**src/rtl/i2c_ack_ctrl.sv**
```systemverilog
module i2c_ack_ctrl #(
  parameter int CNT_W       = 4,
  parameter int ACK_CLK     = 9,
  parameter int SYNC_STAGES = 2
) (
  input  logic             clk,
  input  logic             rst_n,
  input  logic             scl_in,
  input  logic             sda_in,
  input  logic [CNT_W-1:0] bit_cnt,
  input  logic             xfer_start,
  input  logic             chan_en,
  input  logic             data_low_req,
  input  logic             wr_en,
  input  logic [3:0]       wr_data,
  output logic [3:0]       rd_data,
  output logic             sda_pd_en
);
  localparam logic [CNT_W-1:0] PRE_ACK = CNT_W'(ACK_CLK - 1);
  localparam logic [CNT_W-1:0] ACK_IDX = CNT_W'(ACK_CLK);

  logic [SYNC_STAGES-1:0] scl_sync, sda_sync;
  logic scl_prev;
  logic force_ack, force_drive, auto_en, auto_drive, out_block, ack_seen;

  wire scl_s    = scl_sync[SYNC_STAGES-1];
  wire sda_s    = sda_sync[SYNC_STAGES-1];
  wire scl_fall = scl_prev & ~scl_s;
  wire scl_rise = ~scl_prev & scl_s;
  wire clr      = xfer_start | ~chan_en;

  always_ff @(posedge clk or negedge rst_n) begin
    if (!rst_n) begin
      scl_sync <= '1;
      sda_sync <= '1;
      scl_prev <= 1'b1;
    end else begin
      scl_sync <= {scl_sync[SYNC_STAGES-2:0], scl_in};
      sda_sync <= {sda_sync[SYNC_STAGES-2:0], sda_in};
      scl_prev <= scl_s;
    end
  end

  always_ff @(posedge clk or negedge rst_n) begin
    if (!rst_n) begin
      force_ack   <= 1'b0;
      force_drive <= 1'b0;
    end else if (clr) begin
      force_ack   <= 1'b0;
      force_drive <= 1'b0;
    end else if (wr_en) begin
      force_ack   <= wr_data[0];
      force_drive <= wr_data[0];
    end else if (scl_fall) begin
      force_drive <= 1'b0;
    end
  end

  always_ff @(posedge clk or negedge rst_n) begin
    if (!rst_n) begin
      auto_en   <= 1'b0;
      out_block <= 1'b1;
    end else if (wr_en) begin
      auto_en   <= wr_data[1];
      out_block <= wr_data[2];
    end
  end

  always_ff @(posedge clk or negedge rst_n) begin
    if (!rst_n)        auto_drive <= 1'b0;
    else if (clr)      auto_drive <= 1'b0;
    else if (scl_fall) auto_drive <= auto_en && (bit_cnt == PRE_ACK);
  end

  always_ff @(posedge clk or negedge rst_n) begin
    if (!rst_n)   ack_seen <= 1'b0;
    else if (clr) ack_seen <= 1'b0;
    else if (scl_rise && bit_cnt == ACK_IDX && !sda_s) ack_seen <= 1'b1;
  end

  assign rd_data   = {ack_seen, out_block, auto_en, force_ack};
  assign sda_pd_en = chan_en & (force_drive | auto_drive | (data_low_req & ~out_block));
endmodule

```
**config.mk**
```make
export PLATFORM = sky130hd
export DESIGN_NAME = i2c_ack_ctrl
export DESIGN_NICKNAME = d
export VERILOG_FILES = /design/src/rtl/i2c_ack_ctrl.sv
export SDC_FILE = /design/constraint.sdc
export NUM_CORES = 1
export LEC_CHECK = 0
export ABC_AREA = 1
export BUFFER_PORTS_ARGS = -buffer_cell sky130_fd_sc_hd__buf_2
export CAP_MARGIN = 20
export CORE_AREA = 2 2 39 41
export DETAILED_ROUTE_END_ITERATION = 8
export DIE_AREA = 0 0 41 43
export GPL_TIMING_DRIVEN = 0
export SYNTH_ARGS = -nofsm -noshare
export SYNTH_HDL_FRONTEND = slang
export SYNTH_SLANG_ARGS = --single-unit
```
**constraint.sdc**
```tcl
create_clock -name clk -period 1.8 [get_ports clk]
set_input_delay 0.27 -clock clk [delete_from_list [all_inputs] [get_ports clk]]
set_output_delay 0.27 -clock clk [all_outputs]
set_load 0.01 [all_outputs]
```
==> results.sh <==
export IMPL_drive_above_1_share=0.514
export IMPL_finalSetupViolations=0
export IMPL_postRouteAntennaNets=0
export IMPL_gp_congestion=0.696
export IMPL_drv_slew=0
export IMPL_clk_pin_slew_ps=70
export IMPL_h_tree_depth=1
export IMPL_viasPerCell=4.04
export IMPL_r2r_start="scl_prev"
export IMPL_holdCritStartpoint="scl_in"
export IMPL_preCtsSetupSlack_ps=747
export IMPL_max_freq_mhz=743
export IMPL_maxCapViolCount=0
export IMPL_grt_overflow=0
export IMPL_clock_latency_ps=270
export IMPL_cts_root_buf="clkbuf_4"
export IMPL_num_io_pins=21
export IMPL_grt_usage=0.117
export IMPL_stdcell_count=90
export IMPL_cts_buffer_depth=2
export IMPL_total_power_uw=501
export IMPL_leakage_uw=0.000348
export IMPL_crit_required_ps=1530
export IMPL_syn_area_um2=479
export IMPL_tns_ps=0
export IMPL_cp_end_kind="primary output"
export IMPL_synth_area_per_cell_um2=9.58
export IMPL_dr_pass1_iters=4
export IMPL_cts_tree="built"
export IMPL_final_common_cell="buf_2"
export IMPL_grt_max_degree=12
export IMPL_crit_type="flop to primary output"
export IMPL_dr_total_vias=364
export IMPL_tightest_slew_ps=246
export IMPL_dieArea_mm2=0.00176
export IMPL_peakVddDrop_uv=394
export IMPL_port_buffer_count=19
export IMPL_yosysSeqAreaShare=0.590
export IMPL_setup_slack_ps=455
export IMPL_core_mm2=0.00138
export IMPL_post_route_min_period_ps=1350
export IMPL_grt_pass1_wl_um=1380
export IMPL_synthCells=50
export IMPL_startpoint_type="flop"
export IMPL_antenna_found_initial=0
export IMPL_start_util=0.346
export IMPL_dp_cells=85
export IMPL_rsz0062_at_grt="no"
export IMPL_fin_worst_skew_ps=8.96
export IMPL_nets=91
export IMPL_drc=0
export IMPL_yosysWarnings=0
export IMPL_wirelength_um=779
export IMPL_die_x_um=41
export IMPL_wire_per_inst_um=8.66
export IMPL_status="finished clean"
export IMPL_synthesis_nets=66
export IMPL_fin_crit_sh=0.747
export IMPL_powerDensity_mw_per_mm2=794
export IMPL_numCtsBuffers=3
export IMPL_cp_startpoint="out_block"
export IMPL_drt_iter0_drc=2
export IMPL_grt_pass1_vias=371
export IMPL_synth_cell_type_count=16
export IMPL_die_y_um=43
export IMPL_rows=14
export IMPL_cts_sinks=11
export IMPL_slew_headroom=0.836
export IMPL_layout_common_cells="buf_2 (19), nand2_1 (9), inv_1 (8), dfstp_2 (6)"
export IMPL_diodes=0
export IMPL_worstPathArrival_ps=1080
export IMPL_hpwlAfterDp_um=621
export IMPL_ys_ff_latch=11
export IMPL_post_route_util=0.456
export IMPL_hold_viol_final=0
export IMPL_syn_to_final_growth_pct=31.6
export IMPL_cts_resized=0
export IMPL_min_path_type="input pin to flop"
export IMPL_cp_max_fo=2
==> power by group <==
part	total [uW]	switching, uW	leakage [uW]	internal [uW]
Clock	167	81.2	0.0000150	85.7
Combinational	62.8	29.8	0.000204	33.1
Sequential	271	5.89	0.000130	265
Total	501	117	0.000348	384
==> worst max-delay path, stage by stage, from the launching register on <==
cell and delay (ps):
dfstp_2 530, inv_1 40, nand2_1 50, a21oi_1 50, buf_2 130
==> Yosys cell counts <==
master | instances | area (um2)
nor2_1 | 5 | 18.8
nand2_2 | 1 | 6.26
mux2_4 | 1 | 15.0
buf_4 | 4 | 30.0
nor2_2 | 2 | 12.5
inv_1 | 8 | 30.0
a21oi_1 | 2 | 10.0
nand3_1 | 2 | 10.0
inv_2 | 1 | 3.75
o21ai_1 | 1 | 5.00
o21ai_0 | 1 | 5.00
dfstp_2 | 6 | 158
a21oi_2 | 1 | 8.76
nand3b_1 | 1 | 7.51
nand2_1 | 9 | 33.8
dfrtp_1 | 5 | 125
==> worst paths after layout <==
| path | endpoint | slack (ps) | cells past startpoint |
|---|---|---|---|
| min | scl_sync[0] | 100 | 1 |
| min in group asynchronous | force_drive | 390 | 2 |
| max reg2reg | force_drive | 860 | 4 |
| max | sda_pd_en | 450 | 4 |
| min reg2reg | sda_sync[1] | 360 | 0 |
| max in group asynchronous | sda_sync[0] | 1140 | 2 |
==> layer usage <==
layer | up-vias | global-route usage | routed length (um)
met3 | 2 | 0.0471 | 47
met1 | 157 | 0.149 | 373
met4 | 0 | 0.0733 | 4
li1 | 195 | - | -
met5 | - | 0 | 0
met2 | 10 | 0.159 | 355
==> flip-flops by register name, indices dropped and copies added, names as in the netlist <==
register / cells
ack_seen: 1
scl_sync: 2
sda_sync: 2
force_ack: 1
scl_prev: 1
auto_en: 1
out_block: 1
force_drive: 1
auto_drive: 1
==> final cells by class <==
cell class	count	area (um2)
well taps	16	20.0
inverters	9	33.8
repair buffers	20	105
clock buffers	4	26.3
fillers	143	753
plain buffers	4	30.0
multi-input cells	26	133
flip-flops and latches	11	283
==> cell families after synthesis <==
logic type / synth area share
flip-flops: 0.590
AND/OR/NAND/NOR: 0.185
buffers and inverters: 0.133
AO/OA/AOI/OAI: 0.0600
multiplexers: 0.0313
==> what timing repair did <==
action / in CTS / in global routing
setup buffers: 0 / 0
setup endpoints to repair: 0 / 0
hold buffers: 1 / 0
endpoints found under the hold margin: 5 / 0
==> metrics by stage <==
step	hold slack (ps)	area, um2
floorplan	-25.6	479
global placement	149	594
detailed placement	153	594
CTS	94.2	631
global route	87.8	631
finish	104	631
(Power assumes the default switching activity.)
